**src/rtl/flash_ctl_pkg.sv**
```systemverilog
package flash_ctl_pkg;

  localparam logic [31:0] KEY_FIRST  = 32'h4567_0123;
  localparam logic [31:0] KEY_SECOND = 32'hCDEF_89AB;

  // register word indices
  localparam logic [1:0] RA_KEY  = 2'd0;
  localparam logic [1:0] RA_STAT = 2'd1;
  localparam logic [1:0] RA_CTRL = 2'd2;

  // control word bit positions
  localparam int CB_PROG  = 0;
  localparam int CB_SERA  = 1;
  localparam int CB_MERA  = 2;
  localparam int CB_SNB   = 3;
  localparam int CB_WID   = 8;
  localparam int CB_MERB  = 15;
  localparam int CB_GO    = 16;
  localparam int CB_LOCK  = 31;

  // status word bit positions
  localparam int SB_BUSY  = 16;
  localparam int SB_SEQ   = 7;
  localparam int SB_PAR   = 6;
  localparam int SB_ALN   = 5;
  localparam int SB_WRP   = 4;
  localparam int SB_OPE   = 1;

  // internal error vector order
  localparam int EI_SEQ = 4;
  localparam int EI_PAR = 3;
  localparam int EI_ALN = 2;
  localparam int EI_WRP = 1;
  localparam int EI_OPE = 0;
  localparam int ERR_N  = 5;

  typedef enum logic [1:0] {
    KS_WAIT_A,
    KS_WAIT_B,
    KS_OPEN,
    KS_DEAD
  } key_state_e;

  typedef enum logic [1:0] {
    OP_NONE,
    OP_PROG,
    OP_SERASE,
    OP_MERASE
  } op_kind_e;

endpackage

```
**src/rtl/flash_key_lock.sv**
```systemverilog
module flash_key_lock
  import flash_ctl_pkg::*;
(
  input  logic        clk,
  input  logic        rst_n,
  input  logic        key_we,
  input  logic [31:0] key_val,
  input  logic        relock,
  output logic        locked
);

  key_state_e state_q, state_d;

  always_comb begin
    state_d = state_q;
    unique case (state_q)
      KS_WAIT_A: if (key_we) state_d = (key_val == KEY_FIRST)  ? KS_WAIT_B : KS_DEAD;
      KS_WAIT_B: if (key_we) state_d = (key_val == KEY_SECOND) ? KS_OPEN   : KS_DEAD;
      KS_OPEN:   if (relock) state_d = KS_WAIT_A;
      KS_DEAD:   state_d = KS_DEAD;
      default:   state_d = KS_DEAD;
    endcase
  end

  always_ff @(posedge clk or negedge rst_n) begin
    if (!rst_n) state_q <= KS_WAIT_A;
    else        state_q <= state_d;
  end

  assign locked = (state_q != KS_OPEN);

endmodule

```
**src/rtl/flash_busy_timer.sv**
```systemverilog
module flash_busy_timer
  import flash_ctl_pkg::*;
#(
  parameter int PROG_CYC = 4,
  parameter int SER_CYC  = 12,
  parameter int MER_CYC  = 20
) (
  input  logic     clk,
  input  logic     rst_n,
  input  logic     start,
  input  op_kind_e kind,
  output logic     busy
);

  localparam int MAX_A  = (PROG_CYC > SER_CYC) ? PROG_CYC : SER_CYC;
  localparam int MAX_C  = (MAX_A > MER_CYC) ? MAX_A : MER_CYC;
  localparam int CNT_W  = $clog2(MAX_C + 1);

  logic [CNT_W-1:0] cnt_q, cnt_d;
  logic             cnt_en;

  always_comb begin
    cnt_d  = cnt_q;
    cnt_en = 1'b0;
    if (start) begin
      cnt_en = 1'b1;
      unique case (kind)
        OP_PROG:   cnt_d = CNT_W'(PROG_CYC);
        OP_SERASE: cnt_d = CNT_W'(SER_CYC);
        OP_MERASE: cnt_d = CNT_W'(MER_CYC);
        default:   cnt_d = '0;
      endcase
    end else if (cnt_q != '0) begin
      cnt_en = 1'b1;
      cnt_d  = cnt_q - 1'b1;
    end
  end

  always_ff @(posedge clk or negedge rst_n) begin
    if (!rst_n)      cnt_q <= '0;
    else if (cnt_en) cnt_q <= cnt_d;
  end

  assign busy = (cnt_q != '0);

endmodule

```
**src/rtl/flash_err_flags.sv**
```systemverilog
module flash_err_flags
  import flash_ctl_pkg::*;
(
  input  logic             clk,
  input  logic             rst_n,
  input  logic [ERR_N-1:0] set_vec,
  input  logic             clr_we,
  input  logic [ERR_N-1:0] clr_mask,
  output logic [ERR_N-1:0] err_q
);

  logic [ERR_N-1:0] err_d;
  logic             err_en;

  always_comb begin
    err_d  = err_q;
    if (clr_we) err_d = err_d & ~clr_mask;
    err_d  = err_d | set_vec;
    err_en = clr_we | (|set_vec);
  end

  always_ff @(posedge clk or negedge rst_n) begin
    if (!rst_n)      err_q <= '0;
    else if (err_en) err_q <= err_d;
  end

endmodule

```
**src/rtl/flash_ctl_front.sv**
```systemverilog
module flash_ctl_front
  import flash_ctl_pkg::*;
#(
  parameter int ADDR_W   = 16,
  parameter int SNB_W    = 4,
  parameter int PROG_CYC = 4,
  parameter int SER_CYC  = 12,
  parameter int MER_CYC  = 20
) (
  input  logic                  clk,
  input  logic                  rst_n,
  input  logic                  bus_we,
  input  logic [1:0]            bus_addr,
  input  logic [31:0]           bus_wdata,
  output logic [31:0]           bus_rdata,
  input  logic                  fw_we,
  input  logic [ADDR_W-1:0]     fw_addr,
  input  logic [1:0]            fw_size,
  input  logic [(1<<SNB_W)-1:0] wp_sector,
  output logic                  busy
);

  localparam int NSECT = 1 << SNB_W;

  logic             locked;
  logic             sel_key, sel_stat, sel_ctrl;
  logic             relock, ctrl_wr_ok, ctrl_busy;
  logic             prog_q, sera_q, mera_q, merb_q;
  logic [SNB_W-1:0] snb_q;
  logic [1:0]       wid_q;
  logic             ctl_start, fw_start, op_start;
  op_kind_e         ctl_kind, op_kind;
  logic [ERR_N-1:0] ctl_err, fw_err, err_set, err_q, clr_mask;
  logic             n_sera, n_mer;
  logic [SNB_W-1:0] n_snb;
  logic             fw_misal;
  logic [SNB_W-1:0] fw_sect;
  logic [31:0]      ctrl_view, stat_view;

  // register decode
  always_comb begin
    sel_key    = bus_we && (bus_addr == RA_KEY);
    sel_stat   = bus_we && (bus_addr == RA_STAT);
    sel_ctrl   = bus_we && (bus_addr == RA_CTRL);
    ctrl_busy  = sel_ctrl && !locked && busy;
    relock     = sel_ctrl && !locked && !busy && bus_wdata[CB_LOCK];
    ctrl_wr_ok = sel_ctrl && !locked && !busy && !bus_wdata[CB_LOCK];
    n_sera     = bus_wdata[CB_SERA];
    n_mer      = bus_wdata[CB_MERA] | bus_wdata[CB_MERB];
    n_snb      = bus_wdata[CB_SNB +: SNB_W];
  end

  flash_key_lock u_key (
    .clk    (clk),
    .rst_n  (rst_n),
    .key_we (sel_key),
    .key_val(bus_wdata),
    .relock (relock),
    .locked (locked)
  );

  // control word fields
  always_ff @(posedge clk or negedge rst_n) begin
    if (!rst_n) begin
      prog_q <= 1'b0;
      sera_q <= 1'b0;
      mera_q <= 1'b0;
      merb_q <= 1'b0;
      snb_q  <= '0;
      wid_q  <= '0;
    end else if (ctrl_wr_ok) begin
      prog_q <= bus_wdata[CB_PROG];
      sera_q <= bus_wdata[CB_SERA];
      mera_q <= bus_wdata[CB_MERA];
      merb_q <= bus_wdata[CB_MERB];
      snb_q  <= n_snb;
      wid_q  <= bus_wdata[CB_WID +: 2];
    end
  end

  // erase launch decode
  always_comb begin
    ctl_start = 1'b0;
    ctl_kind  = OP_NONE;
    ctl_err   = '0;
    if (ctrl_busy) begin
      ctl_err[EI_SEQ] = 1'b1;
    end else if (ctrl_wr_ok && bus_wdata[CB_GO]) begin
      if (n_sera && n_mer) begin
        ctl_err[EI_SEQ] = 1'b1;
      end else if (n_sera) begin
        if (wp_sector[n_snb]) ctl_err[EI_WRP] = 1'b1;
        else begin
          ctl_start = 1'b1;
          ctl_kind  = OP_SERASE;
        end
      end else if (n_mer) begin
        if (|wp_sector) ctl_err[EI_WRP] = 1'b1;
        else begin
          ctl_start = 1'b1;
          ctl_kind  = OP_MERASE;
        end
      end else begin
        ctl_err[EI_OPE] = 1'b1;
      end
    end
  end

  // program launch decode
  always_comb begin
    unique case (wid_q)
      2'd0:    fw_misal = 1'b0;
      2'd1:    fw_misal = fw_addr[0];
      2'd2:    fw_misal = |fw_addr[1:0];
      default: fw_misal = |fw_addr[2:0];
    endcase
    fw_sect  = fw_addr[ADDR_W-1 -: SNB_W];
    fw_start = 1'b0;
    fw_err   = '0;
    if (fw_we) begin
      if (busy || ctl_start || locked || !prog_q) begin
        fw_err[EI_SEQ] = 1'b1;
      end else begin
        fw_err[EI_PAR] = (fw_size != wid_q);
        fw_err[EI_ALN] = fw_misal;
        fw_err[EI_WRP] = wp_sector[fw_sect];
        fw_start       = !(fw_err[EI_PAR] | fw_err[EI_ALN] | fw_err[EI_WRP]);
      end
    end
  end

  always_comb begin
    op_start = ctl_start | fw_start;
    op_kind  = ctl_start ? ctl_kind : (fw_start ? OP_PROG : OP_NONE);
    err_set  = ctl_err | fw_err;
    clr_mask = '0;
    clr_mask[EI_SEQ] = bus_wdata[SB_SEQ];
    clr_mask[EI_PAR] = bus_wdata[SB_PAR];
    clr_mask[EI_ALN] = bus_wdata[SB_ALN];
    clr_mask[EI_WRP] = bus_wdata[SB_WRP];
    clr_mask[EI_OPE] = bus_wdata[SB_OPE];
  end

  flash_busy_timer #(
    .PROG_CYC(PROG_CYC),
    .SER_CYC (SER_CYC),
    .MER_CYC (MER_CYC)
  ) u_timer (
    .clk  (clk),
    .rst_n(rst_n),
    .start(op_start),
    .kind (op_kind),
    .busy (busy)
  );

  flash_err_flags u_err (
    .clk     (clk),
    .rst_n   (rst_n),
    .set_vec (err_set),
    .clr_we  (sel_stat),
    .clr_mask(clr_mask),
    .err_q   (err_q)
  );

  // read views
  always_comb begin
    ctrl_view                   = '0;
    ctrl_view[CB_LOCK]          = locked;
    ctrl_view[CB_MERB]          = merb_q;
    ctrl_view[CB_WID +: 2]      = wid_q;
    ctrl_view[CB_SNB +: SNB_W]  = snb_q;
    ctrl_view[CB_MERA]          = mera_q;
    ctrl_view[CB_SERA]          = sera_q;
    ctrl_view[CB_PROG]          = prog_q;
    stat_view                   = '0;
    stat_view[SB_BUSY]          = busy;
    stat_view[SB_SEQ]           = err_q[EI_SEQ];
    stat_view[SB_PAR]           = err_q[EI_PAR];
    stat_view[SB_ALN]           = err_q[EI_ALN];
    stat_view[SB_WRP]           = err_q[EI_WRP];
    stat_view[SB_OPE]           = err_q[EI_OPE];
    unique case (bus_addr)
      RA_STAT: bus_rdata = stat_view;
      RA_CTRL: bus_rdata = ctrl_view;
      default: bus_rdata = '0;
    endcase
  end

endmodule

```
**config.mk**
```make
export PLATFORM = sky130hd
export DESIGN_NAME = flash_ctl_front
export DESIGN_NICKNAME = d
export VERILOG_FILES = /design/src/rtl/flash_ctl_pkg.sv /design/src/rtl/flash_key_lock.sv /design/src/rtl/flash_busy_timer.sv /design/src/rtl/flash_err_flags.sv /design/src/rtl/flash_ctl_front.sv
export SDC_FILE = /design/constraint.sdc
export NUM_CORES = 1
export LEC_CHECK = 0
export BUFFER_PORTS_ARGS = -buffer_cell sky130_fd_sc_hd__buf_2
export CAP_MARGIN = 20
export CORE_UTILIZATION = 40
export CTS_CLUSTER_SIZE = 25
export DETAILED_ROUTE_END_ITERATION = 8
export PLACE_DENSITY_LB_ADDON = 0.2
export SYNTH_ARGS = -nofsm -noshare
export SYNTH_HDL_FRONTEND = slang
export SYNTH_SLANG_ARGS = --single-unit
```
**constraint.sdc**
```tcl
create_clock -name clk -period 2 [get_ports clk]
set_input_delay 0.4 -clock clk [delete_from_list [all_inputs] [get_ports clk]]
set_output_delay 0.4 -clock clk [all_outputs]
set_load 0.01 [all_outputs]
```
### Yosys cells after proc, flatten, opt, wreduce, memory -nomap -nowiden

Cells that the tools add are included.

| operators by class | value |
|---|---|
| bitwise operators | 9 |
| $mul | 0 |
| equality and inequality tests | 17 |
| shift operators | 0 |
| $add $sub $neg | 1 |
| muxes and demuxes | 51 |
| reductions and logical operators | 29 |
| divide/modulo/power cells | 0 |
| magnitude comparators | 2 |

Operators with widths:

| operator | count |
|---|---|
| one-hot mux 32 bit (2 select lines) | 1 |
| equality test 32 x 31 -> 1 bit, second input constant | 1 |
| equality test 32 bit, second input constant | 1 |
| 2-to-1 mux 2 bit | 15 |
| 2-to-1 mux 1 bit | 25 |
| OR reduction 16 bit | 1 |
| 2-to-1 mux 5 bit | 3 |
| one-hot mux 5 bit (3 select lines) | 1 |
| equality test 2 bit, second input constant | 6 |
| logical AND 1 bit | 10 |
| less-than comparator 4 x 5 -> 1 bit, second input constant | 2 |
| bitwise OR 5 bit | 2 |
| binary-select mux 1 bit (select 4 bit) | 2 |
| equality test 2 x 1 -> 1 bit, second input constant | 4 |
| != test 2 bit, second input constant | 4 |
| one-hot mux 2 bit (4 select lines) | 1 |
| zero test 2 bit | 3 |
| bitwise AND 5 bit | 1 |
| zero test 1 bit | 5 |
| inverter 5 bit | 1 |
| bitwise OR 1 bit | 5 |
| nonzero test 5 bit | 1 |
| OR reduction 5 bit | 1 |
| subtractor 5 x 1 -> 5 bit, second input constant | 1 |
| 10 further kinds | 12 |

| word-level totals | value |
|---|---|
| memories kept | 0 |
| memory bits (read-only) | 0 |
| word-level logic and storage cells | 118 |
| output and inout port bits | 33 |
| input bits | 72 |
| bits in registers | 22 |
| bits in writable memories | 0 |
| latch bits | 0 |

### Longest topological paths before layout

| depth | value |
|---|---|
| word-level depth | 18 |
| depth in mapped cells | 9 |
| depth with buffers taken out | 9 |

### Modules after synthesis

A second synthesis with hierarchy kept.

| second synthesis, totals | value |
|---|---|
| cell total of the unflattened synthesis | 202 |
| area, all modules | 1923.1 um2 |

Modules (own cells, without submodules):

| module | sequential area each (um2) | area each (um2) | instances | cells an instance |
|---|---|---|---|---|
| flash_ctl_front | 250.2 | 1255.0 | 1 | 134 |
| flash_busy_timer | 125.1 | 274.0 | 1 | 29 |
| flash_key_lock | 50.0 | 212.7 | 1 | 24 |
| flash_err_flags | 125.1 | 181.4 | 1 | 15 |

### Worst setup path after synthesis

No wires, ideal clock.

| timing path | value |
|---|---|
| path type | reg2reg |
| start point | register u_timer.cnt_q[0] |
| end point | register u_timer.cnt_q[4] |
| period minus slack after synthesis | 2.228 ns |
| buffers on the path | 0 |
| stages on the path, launching flop included | 10 |
| data required time | 1.880 ns |
| setup time | 0.120 ns |
| data arrival time | 2.109 ns |
| setup slack | -0.228 ns |
| path through | dfrtp_1 -> inv_1 -> ha_1 -> nor4b_4 -> inv_4 -> nor4_4 -> and3_1 -> a221oi_2 -> or2_0 -> and3_1 |

| between the ends | value |
|---|---|
| word-level cells in the longest chain between the ends | 17 |
| elaborated cells between the ends (all ways) | 29 |
| classes of those cells | add/sub (1); eq/ne (3); mux (13); bitwise (1); reduce/logical (11) |

Ends and longest elaborated chain:

| what | RTL line | source |
|---|---|---|
| start: declaration | flash_busy_timer.sv:19 | `logic [CNT_W-1:0] cnt_q, cnt_d;` |
| start signal: assignment | flash_busy_timer.sv:41 | `else if (cnt_en) cnt_q <= cnt_d;` |
| nonzero test 5 bit * | flash_busy_timer.sv:44 | `assign busy = (cnt_q != '0);` |
| net busy | flash_ctl_front.sv:20 | `output logic busy` |
| zero test 1 bit | flash_ctl_front.sv:47 | `ctrl_wr_ok = sel_ctrl && !locked && !busy && !bus_wdata[CB_LOCK];` |
| logical AND 1 bit (2 in a row) | flash_ctl_front.sv:47 |  |
| logical AND 1 bit | flash_ctl_front.sv:88 | `end else if (ctrl_wr_ok && bus_wdata[CB_GO]) begin` |
| 2-to-1 mux 1 bit | flash_ctl_front.sv:88 |  |
| 2-to-1 mux 1 bit | flash_ctl_front.sv:86 | `if (ctrl_busy) begin` |
| logical OR 1 bit (3 in a row) | flash_ctl_front.sv:121 | `if (busy \|\| ctl_start \|\| locked \|\| !prog_q) begin` |
| 2-to-1 mux 1 bit | flash_ctl_front.sv:121 |  |
| 2-to-1 mux 1 bit | flash_ctl_front.sv:120 | `if (fw_we) begin` |
| 2-to-1 mux 1 bit | flash_ctl_front.sv:134 | `op_kind = ctl_start ? ctl_kind : (fw_start ? OP_PROG : OP_NONE);` |
| 2-to-1 mux 2 bit | flash_ctl_front.sv:134 |  |
| equality test 2 bit / equality test 2 x 1 -> 1 bit (equally long branches) | flash_busy_timer.sv:27 | `unique case (kind)` |
| one-hot mux 5 bit (3 select lines) | flash_busy_timer.sv:27 |  |
| 2-to-1 mux 5 bit | flash_busy_timer.sv:25 | `if (start) begin` |

Mark *: on every way through the listed nets, which the timed path passes. The rest lies on a longest branch. The select of a mux whose other input is x is not followed.
A chain may end at the register's enable or synchronous reset.

### Worst setup path in the final report

| timing path | value |
|---|---|
| start point | register u_timer.cnt_q[0] |
| end point | output bus_rdata[16] |

| between the ends | value |
|---|---|
| word-level cells in the longest chain between the ends | 2 |

Ends and longest elaborated chain:

| what | RTL line | source |
|---|---|---|
| nonzero test 5 bit | flash_busy_timer.sv:44 |  |
| one-hot mux 32 bit (2 select lines) | flash_ctl_front.sv:182 | `unique case (bus_addr)` |
| end: declaration | flash_ctl_front.sv:15 | `output logic [31:0] bus_rdata,` |

No other way between the ends.

==> flow_summary_export.csv <==
group,metric,value,unit
run_status,status,"finished, violations left",
run_status,violations,"design-rule violations, negative setup slack",
synthesis,synth_compound_area_frac,0.1125,
worst_setup_path,cp-end-kind,"primary output",
placed_design,place_area,2547,um2
sta,maxSlewViolCount,0,
sta,layout_setup_ws,-0.07669,ns
synthesis,synth_top_area_share,0.2929,
worst_setup_path,r2r_slack,-0.07,ns
worst_setup_path,critPathTopFamily,"simple AND/OR/NAND/NOR gates",
sta,rsz0062_at_grt,"true",
final_layout,finish.instance_area,2731,um2
placed_design,place_ws,-0.2858,ns
cts,cts.path.max_buffers,2,
synthesis,synth_top_family_by_area,"simple AND/OR/NAND/NOR gates",
grt,grt.total_usage,0.2153,
power,seqPwrFrac,0.338,
synthesis,synthCells,198,
sta,worst_pin_slew,0.5078,ns
power,internal_power,1.285,mW
synthesis,synthAdderAreaFrac,0.03329,
synthesis,ys_ff_latch,22,
grt,antenna_found_initial,0,
cts,cts_tree,"built",
worst_setup_path,cp-startpoint,"u_timer.cnt_q[0]",
power,switchingPower,0.5988,mW
synthesis,synth.area.top_cells,"dfrtp_1 29%, mux4_2 8.4%, buf_4 7.6%",
cts,hold_buffers,0,
worst_setup_path,cp-start-kind,"flop",
cts,cts_inserted_buffers,3,
grt,grt_pass1_wl,8.521,mm
synthesis,synth_edf_count,0,
sta,fin_crit,2.077,ns
final_layout,drive_gt1_frac,0.4906,
floorplan,die-area,4977,um2
synthesis,netlist_area,1879,um2
placed_design,dp_hpwl,4.273,mm
grt,grt_pass1_vias,1865,
synthesis,post_synth_xor_area_fraction,0.02330,
worst_setup_path,timing.rr.start,"u_timer.cnt_q[0]",
routing,antenna_left,0,
grt,grt-ovfl-total,0,
placed_design,gp_congestion,0.8777,
routing,vias,1939,
power,power_density,689.8,nW/um2
min_path,hold_class,"input pin to asynchronous set/reset pin",
sta,clock.fmax,0.4815,GHz
sta,max_slew_margin,0.6615,
routing,drt-initial-drc-count,97,
sta,period_share,1.038,
worst_setup_path,worstPathArrival,1.68,ns
power,p_clk_frac,0.221,
final_layout,area_growth,45.34,%
synthesis,synthDistinctLibCells,43,
final_layout,diodes,0,
synthesis,synth_top_area_cell,"dfrtp_1",
worst_setup_path,r2r_end,"u_timer.cnt_q[4]",
synthesis,synthFlopType,"dfrtp_1",
grt,grt_max_degree,23,
worst_setup_path,crit_fanout,4,
routing,wl_per_cell,14.36,um
synthesis,muxShareOfSynthArea,0.1651,
worst_setup_path,reg2reg_depth,10,
floorplan,pin_count,105,
sta,fin_worst_skew,0.004956,ns
synthesis,ys_warn_count,0,
cts,htreeDepth,1,
worst_setup_path,critPathRequiredTime,1.60,ns
power,swShare,0.3178,
cts,path_clk_slew,0.08,ns
power,peakVddDrop,0.4385,mV
routing,drc,7,
floorplan,core,4444,um2
worst_setup_path,cp_cell_sequence,"inv_2 -> ha_4 -> nor4b_4 -> inv_4 -> buf_4 -> and3_4 -> buf_6",
worst_setup_path,max_stage_delay,0.40,ns
floorplan,start_util,0.4229,
floorplan,die_x,70.55,um
worst_setup_path,cp.buffers_inverters,4,
synthesis,synth_area_per_cell,9.491,um2
power,total_leakage_power,1.364,nW
synthesis,synth-simple-area-share,0.2656,
cts,clockRootBuffer,"clkbuf_8",
cts,clkSinkCount,22,
placed_design,port_buffers,76,
power,combPwrFrac,0.441,
routing,drt-total-wl,5.315,mm
sta,report.final.setup_viol,2,
run,cap_violations,0,
synthesis,async_flop_share,1.000,
final_layout,nNetsFinal,396,
sta,whs,0.09848,ns
routing,first_pass_iters,6,
worst_setup_path,critPathKind,"flop to primary output",
floorplan,chipHeight,70.55,um
floorplan,fp-row-count,24,
synthesis,yosysSeqAreaShare,0.2929,
sta,final-hold-violation-count,0,
cts,clk_latency,0.26,ns
routing,vias_per_cell,5.241,
worst_setup_path,cp_slowest_cell,"dfrtp_1",
per-stage QoR:
stage / TNS, ns / utilization / power [mW] / instances
2_1_floorplan: -0.2799 / - / 1.058 / 216
3_3_place_gp: -0.5612 / 0.5732 / 1.348 / 361
3_5_place_dp: -0.7275 / 0.5732 / 1.364 / 361
4_1_cts: -0.03191 / 0.5966 / 1.841 / 367
5_1_grt: -1.905 / 0.6146 / 2.023 / 370
6_report: -0.1422 / 0.6146 / 1.884 / 370
routing by layer:
metal  share of wire  vias up  global-route usage  wire, um
met2            0.52       57              0.3862      2754
met3           0.037        5             0.03846       197
li1                -      944                   -         -
met1            0.43      933              0.2780      2310
met4           0.010        0             0.03333        53
met5               0        -                   0         0
power groups by stage:
stage | logic, mW | registers [mW] | clock network, mW
after floorplan | 0.425 | 0.633 | 0
after global placement | 0.713 | 0.635 | 0
after detailed placement | 0.723 | 0.641 | 0
after CTS | 0.781 | 0.634 | 0.426
after global routing | 0.927 | 0.652 | 0.444
final | 0.831 | 0.637 | 0.416
flip-flops by register name, summed over array words and instances (netlist names):
name and count:
u_timer.cnt_q 5, u_err.err_q 5, sera_q 1, merb_q 1
mera_q 1, prog_q 1, snb_q 4, u_key.state_q 2
wid_q 2
cells in the final DEF (no fill, tap or decap), types with 3 or more instances in the layout:
| cell type | instances |
|---|---|
| nor2b_1 | 6 |
| nor3_1 | 3 |
| mux2i_1 | 4 |
| nand3_1 | 9 |
| conb_1 | 19 |
| nand2_1 | 12 |
| clkbuf_8 | 3 |
| buf_2 | 75 |
| a22oi_1 | 4 |
| inv_1 | 3 |
| a21oi_1 | 5 |
| dfrtp_1 | 22 |
| mux2_4 | 10 |
| xor2_1 | 3 |
| buf_6 | 3 |
| nor4_1 | 7 |
| nand4_1 | 7 |
| ha_1 | 4 |
| mux4_2 | 7 |
| and3_1 | 4 |
| nand4b_1 | 4 |
| a21o_1 | 3 |
| and2_1 | 6 |
| o21ai_1 | 4 |
| nor2_1 | 8 |
| buf_4 | 46 |
| a31oi_1 | 5 |
cell type report:
cell class / count / area, um2
Timing Repair Buffer: 124 / 754.5
Clock buffer: 3 / 41.29
Clock inverter: 1 / 30.03
Sequential cell: 22 / 550.5
Fill cell: 401 / 1713
Tap cell: 52 / 65.06
Inverter: 6 / 25.02
Multi-Input combinational cell: 162 / 1265
cells by family (layout without fill, tap and decap cells):
group,Yosys count,after routing
AND/OR/NAND/NOR,81,81
buffers and inverters,32,134
AO/OA/AOI/OAI,31,31
flip-flops,22,22
multiplexers,21,21
adder cells (fa/ha/maj),5,5
XOR/XNOR,5,5
other,1,19
cells in the mapped netlist (2+ instances only):
cell,number
dfrtp_1,22
buf_4,19
nand2_1,12
mux2_1,10
nand3_1,9
nor2_1,8
mux4_2,7
nand4_1,7
nor4_1,7
and2_1,6
nor2b_1,6
a21oi_1,5
a31oi_1,5
and3_1,5
ha_1,5
inv_1,5
a22oi_1,4
clkbuf_1,4
mux2i_1,4
nand4b_1,4
nor3_1,4
o21ai_1,4
a21o_1,3
buf_2,3
xor2_1,3
a211oi_1,2
a311oi_1,2
and4_1,2
nand2b_1,2
nand3b_1,2
nor4b_1,2
o21a_1,2
o22ai_1,2
xnor2_1,2
how the worst max path moves through the flow:
stage	to	slack (ns)	depth (start not counted)
2_1_floorplan	u_timer.cnt_q[4]	-0.08	9
3_3_place_gp	u_timer.cnt_q[4]	-0.24	6
3_5_place_dp	u_timer.cnt_q[4]	-0.29	6
4_1_cts	u_timer.cnt_q[4]	-0.03	9
5_1_grt	u_timer.cnt_q[4]	-0.25	10
6_report	bus_rdata[16]	-0.08	7
repair_timing:
item,CTS,global route
buffers inserted,2,2
pin swaps,0,1
resized for setup,4,16
gates cloned,0,1
setup endpoints to repair,4,19
No activity file was read; power rests on OpenSTA's default activity.
